--- src/rtl/sync_word_rx_pkg.sv ---
package sync_word_rx_pkg;

  // Source shown on the shared active-low status output
  typedef enum logic {
    STAT_FRAME = 1'b0,
    STAT_BYTE  = 1'b1
  } stat_src_e;

  // Bit history contents after reset or re-arm: every node at 1
  function automatic logic [31:0] seed_ones(input int unsigned w);
    logic [31:0] v;
    v = '0;
    for (int i = 0; i < 32; i++) begin
      if (i < w) v[i] = 1'b1;
    end
    return v;
  endfunction

endpackage

--- src/rtl/sw_hunt.sv ---
module sw_hunt #(
  parameter int PAT_W = 16
) (
  input  logic             clk,
  input  logic             rst,
  input  logic             bit_valid,
  input  logic             bit_in,
  input  logic             armed,
  input  logic             reseed,
  input  logic [PAT_W-1:0] pattern,
  output logic             hit
);
  import sync_word_rx_pkg::*;

  localparam logic [PAT_W-1:0] SEED = PAT_W'(seed_ones(PAT_W));

  logic [PAT_W-1:0] hist_q;
  logic [PAT_W-1:0] hist_nx;

  assign hist_nx = {hist_q[PAT_W-2:0], bit_in};
  assign hit     = armed && bit_valid && (hist_nx == pattern);

  always_ff @(posedge clk) begin
    if (rst || reseed) begin
      hist_q <= SEED;
    end else if (armed && bit_valid) begin
      hist_q <= hist_nx;
    end
  end

endmodule

--- src/rtl/sw_ctrl.sv ---
module sw_ctrl (
  input  logic clk,
  input  logic rst,
  input  logic bit_valid,
  input  logic hit,
  input  logic arm_wr,
  input  logic arm_val,
  output logic det_off,
  output logic fd_pulse,
  output logic rearm,
  output logic start_cont
);

  logic det_off_q;
  logic pulse_q;

  // Write of 0 is dropped while the frame-found pulse is active
  assign rearm      = arm_wr && !arm_val && !pulse_q && !hit;
  assign start_cont = arm_wr &&  arm_val && !det_off_q && !hit;

  always_ff @(posedge clk) begin
    if (rst) begin
      det_off_q <= 1'b0;
    end else if (hit) begin
      det_off_q <= 1'b1;
    end else if (rearm) begin
      det_off_q <= 1'b0;
    end else if (start_cont) begin
      det_off_q <= 1'b1;
    end
  end

  always_ff @(posedge clk) begin
    if (rst) begin
      pulse_q <= 1'b0;
    end else if (hit) begin
      pulse_q <= 1'b1;
    end else if (bit_valid) begin
      pulse_q <= 1'b0;
    end
  end

  assign det_off  = det_off_q;
  assign fd_pulse = pulse_q;

endmodule

--- src/rtl/sw_pack.sv ---
module sw_pack #(
  parameter int BYTE_W = 8
) (
  input  logic              clk,
  input  logic              rst,
  input  logic              collect,
  input  logic              bit_in,
  input  logic              restart,
  input  logic              rearm,
  input  logic              rd_stb,
  output logic [BYTE_W-1:0] hold,
  output logic              byte_rdy,
  output logic              overrun,
  output logic              rd_bit
);

  localparam int CW = (BYTE_W > 1) ? $clog2(BYTE_W) : 1;
  localparam logic [CW-1:0] LAST = CW'(BYTE_W - 1);

  logic [BYTE_W-1:0] asm_q;
  logic [CW-1:0]     cnt_q;
  logic [BYTE_W-1:0] hold_q;
  logic              rdy_q;
  logic              ovr_q;
  logic [CW-1:0]     rd_cnt_q;
  logic              done;
  logic              last_rd;
  logic [BYTE_W-1:0] asm_nx;

  assign asm_nx  = {asm_q[BYTE_W-2:0], bit_in};
  assign done    = collect && (cnt_q == LAST);
  assign last_rd = rd_stb && rdy_q && (rd_cnt_q == LAST);

  // Assembly shift register and bit counter
  always_ff @(posedge clk) begin
    if (rst || restart) begin
      asm_q <= '0;
      cnt_q <= '0;
    end else if (collect) begin
      asm_q <= asm_nx;
      cnt_q <= done ? '0 : cnt_q + 1'b1;
    end
  end

  // Holding register with host read position
  always_ff @(posedge clk) begin
    if (rst) begin
      hold_q   <= '0;
      rdy_q    <= 1'b0;
      rd_cnt_q <= '0;
    end else if (rearm) begin
      rdy_q    <= 1'b0;
      rd_cnt_q <= '0;
    end else if (done) begin
      hold_q   <= asm_nx;
      rdy_q    <= 1'b1;
      rd_cnt_q <= '0;
    end else if (rd_stb && rdy_q) begin
      rd_cnt_q <= last_rd ? '0 : rd_cnt_q + 1'b1;
      if (last_rd) rdy_q <= 1'b0;
    end
  end

  always_ff @(posedge clk) begin
    if (rst || rearm) begin
      ovr_q <= 1'b0;
    end else if (done && rdy_q && !last_rd) begin
      ovr_q <= 1'b1;
    end
  end

  assign hold     = hold_q;
  assign byte_rdy = rdy_q;
  assign overrun  = ovr_q;
  assign rd_bit   = hold_q[LAST - rd_cnt_q];

endmodule

--- src/rtl/sync_word_rx.sv ---
module sync_word_rx #(
  parameter int BYTE_W = 8,
  parameter int PAT_W  = 2 * BYTE_W
) (
  input  logic              clk,
  input  logic              rst,
  input  logic              bit_valid,
  input  logic              bit_in,
  input  logic [PAT_W-1:0]  pattern,
  input  logic              flag_sel,
  input  logic              arm_wr,
  input  logic              arm_val,
  input  logic              rd_stb,
  output logic              stat_n,
  output logic              det_off,
  output logic [BYTE_W-1:0] rx_byte,
  output logic              rd_bit,
  output logic              overrun
);
  import sync_word_rx_pkg::*;

  logic hit;
  logic fd_pulse;
  logic rearm;
  logic start_cont;
  logic byte_rdy;
  logic collect;
  stat_src_e src;

  sw_hunt #(.PAT_W(PAT_W)) hunt_i (
    .clk(clk), .rst(rst), .bit_valid(bit_valid), .bit_in(bit_in),
    .armed(!det_off), .reseed(rearm), .pattern(pattern), .hit(hit)
  );

  sw_ctrl ctrl_i (
    .clk(clk), .rst(rst), .bit_valid(bit_valid), .hit(hit),
    .arm_wr(arm_wr), .arm_val(arm_val), .det_off(det_off),
    .fd_pulse(fd_pulse), .rearm(rearm), .start_cont(start_cont)
  );

  assign collect = det_off && bit_valid;

  sw_pack #(.BYTE_W(BYTE_W)) pack_i (
    .clk(clk), .rst(rst), .collect(collect), .bit_in(bit_in),
    .restart(hit || rearm || start_cont), .rearm(rearm), .rd_stb(rd_stb),
    .hold(rx_byte), .byte_rdy(byte_rdy), .overrun(overrun), .rd_bit(rd_bit)
  );

  assign src    = stat_src_e'(flag_sel);
  assign stat_n = (src == STAT_BYTE) ? !byte_rdy : !fd_pulse;

endmodule

--- config.mk ---
export PLATFORM = sky130hd
export DESIGN_NAME = sync_word_rx
export DESIGN_NICKNAME = d
export VERILOG_FILES = /design/src/rtl/sync_word_rx_pkg.sv /design/src/rtl/sw_hunt.sv /design/src/rtl/sw_ctrl.sv /design/src/rtl/sw_pack.sv /design/src/rtl/sync_word_rx.sv
export SDC_FILE = /design/constraint.sdc
export NUM_CORES = 1
export LEC_CHECK = 0
export BUFFER_PORTS_ARGS = -buffer_cell sky130_fd_sc_hd__buf_2
export CAP_MARGIN = 20
export CORE_MARGIN = 8
export CORE_UTILIZATION = 45
export CTS_CLUSTER_SIZE = 30
export DETAILED_ROUTE_END_ITERATION = 7
export GPL_TIMING_DRIVEN = 0
export PLACE_DENSITY = 0.78
export SLEW_MARGIN = 20
export SYNTH_ARGS = -nofsm -noshare
export SYNTH_HDL_FRONTEND = slang
export SYNTH_SLANG_ARGS = --single-unit
export TNS_END_PERCENT = 5
--- constraint.sdc ---
create_clock -name clk -period 2.06 [get_ports clk]
set_clock_uncertainty 0.05 [all_clocks]
set_input_delay 0.412 -clock clk [delete_from_list [all_inputs] [get_ports clk]]
set_output_delay 0.412 -clock clk [all_outputs]
set_load 0.005 [all_outputs]
Word-level counts from Yosys, hierarchy flattened. Index checks and enable logic that the tools add are counted.

Output and inout bits: 12. Memory bits (writable): 0. Flip-flop bits (word level): 40. Bits in latches: 0. Bits in read-only memories: 0. Logic and storage cells: 62. Input bits: 24. Memories kept: 0.

Magnitude comparators: 1. Muxes and demuxes: 13. Reductions and logical operators: 32. Multipliers: 0. Equality and inequality tests: 3. Shift-type cells: 0. $add $sub $neg: 3. Div/mod/pow operators: 0. Bitwise operators: 1.

Operators with widths (count): 16-bit equality test (1); 1-bit logical AND (14); 1-bit 2-to-1 mux (10); 3-bit by 1-bit adder with 3-bit output, second input constant (2); 3-bit equality test, second input constant (2); 1-bit logical NOT (6); 3-bit 2-to-1 mux (2); 2-bit nonzero test (3); 1-bit logical OR (4); 3-bit by 4-bit less-than comparator with 1-bit output, second input constant (1); 2-bit AND reduction (2); 1-bit binary-select mux with 3-bit select (1); 3-bit nonzero test (1); 3-bit OR reduction (1); 3-bit subtractor, first input constant (1); 2-bit OR reduction (1); 1-bit NOT (1).

Logic depth before layout (Yosys ltp). Gate-level depths: netlist of the first run.

Depth after elaboration: 8. Depth in mapped cells: 7. Depth with buffers taken out: 6.

Modules after synthesis. A second synthesis of the first run with hierarchy kept.

Cells, all modules: 196. Area, all modules: 1789.2 µm².

By module, submodules not included: sw_pack (times used 1, seq. area each 460.4 µm², cells each 92, area an instance 965.9 µm²); sw_hunt (times used 1, seq. area each 300.3 µm², cells each 89, area an instance 704.4 µm²); sw_ctrl (times used 1, seq. area each 40.0 µm², cells each 11, area an instance 92.6 µm²); sync_word_rx (times used 1, seq. area each 0.0 µm², cells each 4, area an instance 26.3 µm²).

Worst setup path after synthesis of the first run. Ideal clock, no wire load.

Path kind: reg-to-reg. From: register ctrl_i.det_off_q, in the netlist ctrl_i.det_off. To: register hunt_i.hist_q[10]. Stages on the path, launching flop included: 6. Setup time: 0.127 ns. Period minus slack after synthesis: 1.913 ns. Arrival time: 1.736 ns. Path slack: 0.147 ns. Required time: 1.883 ns. Buffers on the path: 2. Cells stage by stage: dfxtp_1 -> nand2b_1 -> clkbuf_1 -> buf_1 -> mux2_2 -> or3_1.

Cells in the longest elaborated chain, start to end: 6.

Ends and longest elaborated chain: start, declared (line sw_ctrl.sv:14) `logic det_off_q;`; start signal, assigned (line sw_ctrl.sv:23) `det_off_q <= 1'b0;`; start signal, assigned (line sw_ctrl.sv:25) `det_off_q <= 1'b1;`; start signal, assigned (line sw_ctrl.sv:27) `det_off_q <= 1'b0;`; 1-bit logical NOT (*) (line sync_word_rx.sv:32) `.armed(!det_off), .reseed(rearm), .pattern(pattern), .hit(hit)`; 1-bit logical AND (*) (line sw_hunt.sv:21, sw_hunt.sv:26); 1-bit logical AND (line sw_hunt.sv:21) `assign hit = armed && bit_valid && (hist_nx == pattern);`; 1-bit logical NOT (line sw_ctrl.sv:18) `assign rearm = arm_wr && !arm_val && !pulse_q && !hit;`; 1-bit logical AND (line sw_ctrl.sv:18); 1-bit logical OR (line sw_hunt.sv:24) `if (rst || reseed) begin`; end signal, assigned (line sw_hunt.sv:27) `hist_q <= hist_nx;`; end, declared (line sw_hunt.sv:17) `logic [PAT_W-1:0] hist_q;`.

Mark *: on every way between the ends. The rest lies on a longest branch, timed or not. A chain may end at the register's enable or synchronous reset.

Final worst setup path of the first run.
From: register hunt_i.hist_q[1]. To: register hunt_i.hist_q[4].

Cells in the longest elaborated chain, start to end: 5.

Ends and longest elaborated chain (line): 16-bit equality test (sw_hunt.sv:21); 1-bit logical AND (sw_hunt.sv:21); 1-bit logical NOT (sw_ctrl.sv:18); 1-bit logical AND (sw_ctrl.sv:18); 1-bit logical OR (sw_hunt.sv:24).

Every way passes these cells.

==> results.cfg, run 1 <==
[run]
cap_violations = 0

[place]
dpl-instance-area_mm2 = 0.00211
routabilityCongestion = 0.813
dp_worst_setup_slack_ns = -0.197
port_buffers = 35
dp_cells = 283
dp_hpwl_um = 3020

[grt]
grt_pass1_wl_um = 7010
gr-total-overflow = 0
antenna_found_initial = 0
grt_max_degree = 12
grtUsageTotal_pct = 13.4
first_global_vias = 1580

[worst_setup_path]
cp_top_family = simple AND/OR/NAND/NOR gates
startpoint = hunt_i.hist_q[1]
cp_slowest_cell = or3_1
worst_setup_path_end_kind = flop
r2r-end = hunt_i.hist_q[4]
worst-path-buf-inv = 1
cp_data_required_time_ns = 2.18
path_depth = 6
cp-start-kind = flop
path_class = flop to flop
cp-endpoint = hunt_i.hist_q[4]
reg2regPathDepth = 6
regToRegSetupSlack_ns = -0.002
reg2reg_from = hunt_i.hist_q[1]
timing.critical_path.slowest_cell_delay_ns = 0.38
crit_fanout = 10
crit_arrival_ns = 2.18
path_cells = xor2_1, nor4_1, nand4_1, o21a_1, clkbuf_1, or3_1

[synthesis]
synth_cell_types = 30
syn_inst = 198
synth_edf_count = 0
syn-mean-instance-area_um2 = 9.45
synth_simple_gate_area_share_pct = 17.9
synth.most_common_cell = dfxtp_1
synthMuxAreaShare_pct = 12.5
synth_flop_cell = dfxtp_1
ys_ff_latch = 40
netlist.area_leader.share_pct = 42.8
syn_nets = 226
synth-adder-area-share_pct = 2.67
synth_top_family_by_area = simple AND/OR/NAND/NOR gates
synth.cells.most_frequent = dfxtp_1, a21oi_1, nand2_1
synth-compound-area-share_pct = 13.0
synth-async-reset-ratio_pct = 0
syn_area_mm2 = 0.00187
yosysWarnings = 0
yosysTopAreaCell = dfxtp_1
yosysSeqAreaShare_pct = 42.8
synth_xor_area_share_pct = 7.49
synth_area_leaders = dfxtp_1, mux2_2, xor2_1

[die]
core_area_mm2 = 0.00400
die_h_um = 80.5
ios = 36
dieArea_mm2 = 0.00648
start_util_pct = 46.8
placementRows = 23
die_x_um = 80.5

[drt]
num_vias = 1524
drt_first_pass_iters = 5
wirelength_um = 4000
drtIter0Drc = 96
drc = 0
via_per_inst = 5.24
wl_per_cell_um = 13.7
ant_nets = 0

[status]
status = complete, but fails checks
violations = negative setup slack

[clock_network]
clkTransAtPathRegs_ns = 0.07
insertion_delay_ns = 0.29
cts_sinks = 40
clockRootBuffer = clkbuf_8
cts_made_buffers = 5
clockBufferDepth = 2
htreeDepth = 2
cts_tree = done

[hold_path]
hold_path_class = primary input to flop
whs_path_depth = 3

[timing]
clock.fmax_ghz = 0.485
whs_ns = 0.373
worst_pin_slew_ns = 0.610
maxSlewViolCount = 0
layout_min_cycle_time_ns = 2.06
fin_ws_ns = -0.00186
layout_worst_path_cycle_share_pct = 100
hold_viol_final = 0
final-setup-viol-count = 1
grt_setup_unrepaired = true
slew_headroom_pct = 59.1

[final_layout]
final_nets = 268
design_area_mm2 = 0.00222
drive_above_1_share_pct = 27.0
synthToLayoutAreaGrowth_pct = 18.8
finalNonFillerCells = 291
nFillCells = 367
finish.utilization_pct = 55.6
antenna_cells = 0

[power_and_ir_drop]
clock_power_share_pct = 37.0
intPower_uw = 1090
peakVddDrop_mv = 0.303
combPwrFrac_pct = 7.6
p_leak_uw = 0.000786
power_density_mw_per_mm2 = 632
p_sw_uw = 312
p_sw_share_pct = 22.2
p_seq_share_pct = 55.4
flip-flops by register name, indices dropped and copies added (netlist names):
name / count
pack_i.cnt_q: 3
ctrl_i.det_off: 1
ctrl_i.fd_pulse: 1
pack_i.overrun: 1
pack_i.hold: 8
pack_i.rd_cnt_q: 3
hunt_i.hist_q: 15
pack_i.asm_q: 7
pack_i.byte_rdy: 1
worst reg2reg max path, delay by kind of cell (launching register included):
family / cells / cell delay, ns
AND/OR/NAND/NOR: 3 / 0.96
flip-flops: 1 / 0.33
AO/OA/AOI/OAI: 1 / 0.25
buffers and inverters: 1 / 0.20
XOR/XNOR: 1 / 0.16
layout by cell type, fill, tap and decap left out, drive strengths merged:
cell    netlist  final
a21boi        1      1
nand2b        4      4
ha            4      4
mux2i         2      2
a22oi         9      9
o31ai         8      8
or2           1      1
or3          15     15
xor2         15     15
mux2         15     15
nor3b         5      5
a21oi        17     17
nor2          6      6
nor4          6      6
mux4          2      2
and3          1      1
o21a          1      1
dfxtp        40     40
nand4         1      1
buf           2     36
nor3          5      5
and2          1      1
xnor2         1      1
clkbuf        8     17
o21ai         3      3
inv           8      8
nand2        17     17
how the worst min path moves through the flow:
stage                               start               to  slack (ns)
after detailed placement  pack_i.asm_q[0]  pack_i.asm_q[1]        0.42
final                              bit_in  pack_i.asm_q[0]        0.37
after floorplan           pack_i.asm_q[6]  pack_i.asm_q[6]        0.39
after CTS                          bit_in  pack_i.asm_q[0]        0.37
after global placement    pack_i.asm_q[6]  pack_i.asm_q[6]        0.41
after global routing               bit_in  pack_i.asm_q[0]        0.38
cell families (layout without fill, tap and decap cells):
family | after synthesis | count (layout)
compound gates | 39 | 39
xor+xnor | 16 | 16
fa+ha+maj | 4 | 4
buf+inv | 18 | 61
flops | 40 | 40
mux | 19 | 19
simple gates | 62 | 62
area by class of cell:
cell class | instances | area (um^2) | area share [%]
clock buffers | 8 | 90.1 | 4.05
well taps | 50 | 62.6 | 2.81
flip-flops and latches | 40 | 801 | 36.0
inverters | 8 | 30.0 | 1.35
repair buffers | 35 | 175 | 7.88
plain buffers | 10 | 43.8 | 1.97
multi-input cells | 140 | 1020 | 45.9
metrics by stage:
stage                     total power [uW]  setup TNS [ns]
after detailed placement               900           -4.16
after global routing                  1470          -0.996
final                                 1410        -0.00186
after global placement                 900           -4.77
after floorplan                        855               0
after CTS                             1420               0
metal layers:
layer | up-vias | GRT usage (%) | wire length, um
met4 | 0 | 4.91 | 56
met2 | 33 | 22.1 | 1870
met3 | 6 | 4.24 | 276
met5 | - | 0 | 0
li1 | 789 | - | -
met1 | 696 | 15.9 | 1800
power groups by stage:
stage                     sequential (uW)  clock, uW  combinational, uW
after floorplan                       797          0               58.4
after global placement                797          0                102
after detailed placement              797          0                103
after CTS                             779        535                104
after global routing                  780        568                120
final                                 779        520                107
what timing repair did:
| action | 4_1_cts | 5_1_grt |
|---|---|---|
| hold buffers | 0 | 0 |
| endpoints found under the hold margin | 0 | 0 |
| buffers inserted | 0 | 0 |
| resized for setup | 1 | 7 |
| endpoints found under the setup margin | 10 | 34 |
| pin swaps | 0 | 2 |
Power figures use the tool's default switching activity.
==> inputs of run 2 (changes only) <==
- CTS_BUF_LIST: not set -> sky130_fd_sc_hd__clkbuf_8
==> run 2 against run 1 <==
  * The run still ends with negative setup slack left
  * Clock power fell by 1%
  * Final cell count unchanged
  * Power is 0.51% lower
  * Sequential share of layout area is the same
  * Setup slack better by 0.0013 ns
  * Die area did not move
  * Non-clock buffer count unchanged
  * Global-route usage stayed put
==> results.cfg, run 2 (synthesis gave the netlist of run 1 again) <==
[timing]
layout_min_cycle_time_ns = 2.06
fin_ws_ns = -0.000557
final-setup-viol-count = 1
clock.fmax_ghz = 0.485
worst_pin_slew_ns = 0.610
slew_headroom_pct = 59.1
maxSlewViolCount = 0
grt_setup_unrepaired = true
layout_worst_path_cycle_share_pct = 100
hold_viol_final = 0

[final_layout]
top_register = hunt_i.hist_q
synthToLayoutAreaGrowth_pct = 18.8
final_cell_mix = dfxtp_1, buf_2, nand2_1, a21oi_1
layout_commonest_cell = dfxtp_1
drive_above_1_share_pct = 27.0
largest_reg_flops = 15
design_area_mm2 = 0.00222
antenna_cells = 0
final_nets = 268
multiInputGateArea_mm2 = 0.00102
ff_latch_area_um2 = 801
nFillCells = 367

[grt]
gr-total-overflow = 0
antenna_found_initial = 0
grt_max_degree = 12
grtUsageTotal_pct = 13.4
first_global_vias = 1580
grt_pass1_wl_um = 7010

[status]
violations = negative setup slack
status = complete, but fails checks

[run]
cap_violations = 0

[clock_network]
ctsHoldBuffers = 0
clockBufferDepth = 2
insertion_delay_ns = 0.29
cts_sinks = 40
cts_tree = done
cts_made_buffers = 5
htreeDepth = 2
clkTransAtPathRegs_ns = 0.07
clockRootBuffer = clkbuf_8

[worst_setup_path]
timing.critical_path.slowest_cell_delay_ns = 0.38
startpoint = hunt_i.hist_q[1]
worst_setup_path_end_kind = flop
reg2regPathDepth = 6
path_class = flop to flop
regToRegSetupSlack_ns = -0.0006
crit_fanout = 10
cp_slowest_cell = or3_1
cp_data_required_time_ns = 2.18
cp-start-kind = flop
cp-endpoint = hunt_i.hist_q[4]
reg2reg_from = hunt_i.hist_q[1]
path_cells = xor2_1, nor4_1, nand4_1, o21a_1, clkbuf_1, or3_1
crit_arrival_ns = 2.18
r2r-end = hunt_i.hist_q[4]

[drt]
wirelength_um = 4010
via_per_inst = 5.23
wl_per_cell_um = 13.8
drtIter0Drc = 94
drc = 0
drt_first_pass_iters = 5
ant_nets = 0
num_vias = 1523

[power_and_ir_drop]
power_uw = 1400
p_leak_uw = 0.000795
peakVddDrop_mv = 0.303
power_density_mw_per_mm2 = 629

[place]
dp_hpwl_um = 3020
port_buffers = 35
routabilityCongestion = 0.813
dpl-instance-area_mm2 = 0.00211

[die]
die_x_um = 80.5
dieArea_mm2 = 0.00648
die_h_um = 80.5
core_area_mm2 = 0.00400
start_util_pct = 46.8
placementRows = 23
ios = 36

[hold_path]
hold_path_class = primary input to flop
-- run 2: worst max-delay path: cells and delay by family (launching register included) --
kind | cells | cell delay (ns)
compound gates | 1 | 0.25
xor+xnor | 1 | 0.16
buf+inv | 1 | 0.20
simple gates | 3 | 0.96
flops | 1 | 0.33
-- run 2: report_power, final --
part           switching (uW)  total (uW)  internal, uW
combinational            61.4         107          45.2
clock                     250         513           263
sequential               3.40         779           776
-- run 2: layer usage --
layer	up-vias	global-route usage, %	routed length (um)
li1	788	-	-
met1	696	15.9	1800
met2	33	22.1	1870
met3	6	4.24	277
met4	0	4.91	56
met5	-	0	0
-- run 2: worst min path at each step --
stage	start	end	slack [ns]	cells after the start
floorplan	pack_i.asm_q[6]	pack_i.asm_q[6]	0.39	2
global placement	pack_i.asm_q[6]	pack_i.asm_q[6]	0.41	2
detailed placement	pack_i.asm_q[0]	pack_i.asm_q[1]	0.42	2
CTS	bit_in	pack_i.asm_q[0]	0.37	3
global route	bit_in	pack_i.asm_q[0]	0.38	3
finish	bit_in	pack_i.asm_q[0]	0.37	3
-- run 2: area by class of cell --
class / instances / area share (%)
clock inverter: 2 / 0.338
clock buffer: 6 / 3.71
buffer: 10 / 1.97
timing repair buffer: 35 / 7.88
tap: 50 / 2.81
multi-input combinational: 140 / 45.9
sequential: 40 / 36.0
inverter: 8 / 1.35
-- run 2: what timing repair did --
action | CTS | global route
pin swaps | 0 | 2
endpoints found under the setup margin | 10 | 34
endpoints found under the hold margin | 0 | 0
resized for setup | 1 | 7
setup buffers | 0 | 0
-- run 2: per-stage QoR --
stage          cells  worst slack, ns  setup TNS, ns  hold WS, ns  utilization [%]
3_3_place_gp     283           -0.220          -4.77        0.405             52.7
4_1_cts          291           0.0109              0        0.375             55.0
2_1_floorplan    198            0.147              0        0.386                -
5_1_grt          291           -0.102         -0.991        0.378             55.6
3_5_place_dp     283           -0.197          -4.16        0.415             52.7
6_report         291        -0.000557      -0.000557        0.373             55.6
==> inputs of run 3 (changes only) <==
- CORE_MARGIN: 8 -> not set
==> run 3 against run 2 <==
  * The flow now finishes without violations
  * Combinational power hardly changed
  * Setup slack improved by 0.076 ns
  * Fmax rose by 3.9%
  * Final cell count is 0.34% lower
  * Clock power up 1%
  * Sequential share of layout area about the same
  * Via count increased by 1.4%
  * Critical path depth did not move
  * Clock-buffer cell count did not move
  * Largest cell class unchanged
  * Largest power group unchanged
==> results.cfg, run 3 (synthesis gave the netlist of run 1 again) <==
[grt]
antenna_found_initial = 0
grt_max_degree = 12
gr-total-overflow = 0
first_global_vias = 1521
grtUsageTotal_pct = 19.8
grt_pass1_wl_um = 6630

[timing]
hold_viol_final = 0
maxSlewViolCount = 0
tns_ns = 0
grt_setup_unrepaired = true
final-setup-viol-count = 0
layout_min_cycle_time_ns = 1.98
layout_worst_path_cycle_share_pct = 96.3
whs_ns = 0.386
worst_pin_slew_ns = 0.636
clock.fmax_ghz = 0.504
slew_headroom_pct = 57.3

[final_layout]
final_nets = 267
synthToLayoutAreaGrowth_pct = 18.6
design_area_mm2 = 0.00222
drive_above_1_share_pct = 27.1
top_register = hunt_i.hist_q
largest_reg_flops = 15
final_cell_mix = dfxtp_1, buf_2, nand2_1, a21oi_1
layout_commonest_cell = dfxtp_1
finalNonFillerCells = 290
antenna_cells = 0

[drt]
num_vias = 1545
ant_nets = 0
wl_per_cell_um = 13.1
drtIter0Drc = 104
drt_first_pass_iters = 4
via_per_inst = 5.33
drc = 0
wirelength_um = 3810

[die]
start_util_pct = 46.8
placementRows = 23
ios = 36
core_area_mm2 = 0.00400
die_h_um = 66.5
dieArea_mm2 = 0.00442
die_x_um = 66.5

[worst_setup_path]
cp_data_required_time_ns = 2.18
reg2reg_from = hunt_i.hist_q[4]
regToRegSetupSlack_ns = 0.08
crit_fanout = 10
worst_setup_path_end_kind = flop
startpoint = hunt_i.hist_q[4]
r2r-end = hunt_i.hist_q[5]
reg2regPathDepth = 6
cp-start-kind = flop
cp-endpoint = hunt_i.hist_q[5]
crit_arrival_ns = 2.11
path_class = flop to flop

[clock_network]
clockRootBuffer = clkbuf_8
clockBufferDepth = 2
cts_made_buffers = 5
clkTransAtPathRegs_ns = 0.07
insertion_delay_ns = 0.29
htreeDepth = 2
cts_tree = done
ctsHoldBuffers = 0
cts_sinks = 40

[place]
dp_hpwl_um = 2760
port_buffers = 35
routabilityCongestion = 0.782
dp_cells = 283
dpl-instance-area_mm2 = 0.00211

[power_and_ir_drop]
power_uw = 1410
p_sw_uw = 323
intPower_uw = 1080
power_density_mw_per_mm2 = 633
peakVddDrop_mv = 0.411
p_leak_uw = 0.000793
combPwrFrac_pct = 7.6
p_seq_share_pct = 55.4
clock_power_share_pct = 37.0
p_sw_share_pct = 23.0

[hold_path]
hold_path_class = primary input to flop

[run]
cap_violations = 0

[status]
status = completed
-- run 3: changes by cell type in the layout (fill, tap and decap cells not counted) --
cell | before | now
buf_2 | 36 | 38
clkbuf_1 | 7 | 6
clkbuf_2 | 1 | 0
clkbuf_4 | 1 | 0
nor2_1 | 5 | 6
nor2_2 | 1 | 0
nor4_1 | 5 | 4
nor4_2 | 1 | 2
-- run 3: metrics by stage --
stage | util (%) | setup WS (ns)
after CTS | 55.0 | 0.00659
after detailed placement | 52.7 | -0.236
after global placement | 52.7 | -0.194
final | 55.5 | 0.0759
after floorplan | - | 0.147
after global routing | 55.5 | -0.0418
-- run 3: worst max-delay path, cell delays in order (launching register included) --
cell	delay (ns)
dfxtp_1	0.33
xor2_1	0.17
nor4_2	0.31
nand4_1	0.25
o21a_1	0.24
buf_2	0.17
or3_1	0.35
-- run 3: timing repair --
action	in CTS	in global routing
setup endpoints to repair	10	34
gates cloned	0	0
pin swaps	0	2
resized for setup	1	7
buffers inserted	0	0
endpoints found under the hold margin	0	0
-- run 3: layout make-up --
cell class              instances  area, um^2
clock inverters                 2        7.51
plain buffers                   9        37.5
repair buffers                 35         175
clock buffers                   6        82.6
inverters                       8        30.0
flip-flops and latches         40         801
fillers                       361        1780
multi-input cells             140        1020
well taps                      50        62.6
-- run 3: per-layer routing --
metal  track usage, %  wire length [um]  part of all wire, %  vias up
met5                0                 0                    0        -
met4             7.98                94                  2.5        0
met3             5.14               150                  3.9        7
met2             30.6              1720                   45       39
met1             26.2              1850                   49      713
li1                 -                 -                    -      786
-- run 3: worst min-delay path by stage --
stage                                from               to  slack [ns]  cells after the start
final                              bit_in  pack_i.asm_q[0]        0.39                      3
after global routing               bit_in  pack_i.asm_q[0]        0.39                      3
after CTS                          bit_in  pack_i.asm_q[0]        0.38                      3
after detailed placement  pack_i.asm_q[6]  pack_i.asm_q[6]        0.41                      2
after global placement    pack_i.asm_q[6]  pack_i.asm_q[6]        0.40                      2
after floorplan           pack_i.asm_q[6]  pack_i.asm_q[6]        0.39                      2
-- run 3: power groups by stage --
stage               Combinational (uW)  Sequential (uW)  Clock, uW
finish                             107              779        520
global route                       119              780        564
CTS                                104              779        531
detailed placement                 103              797          0
global placement                   102              797          0
floorplan                         58.4              797          0
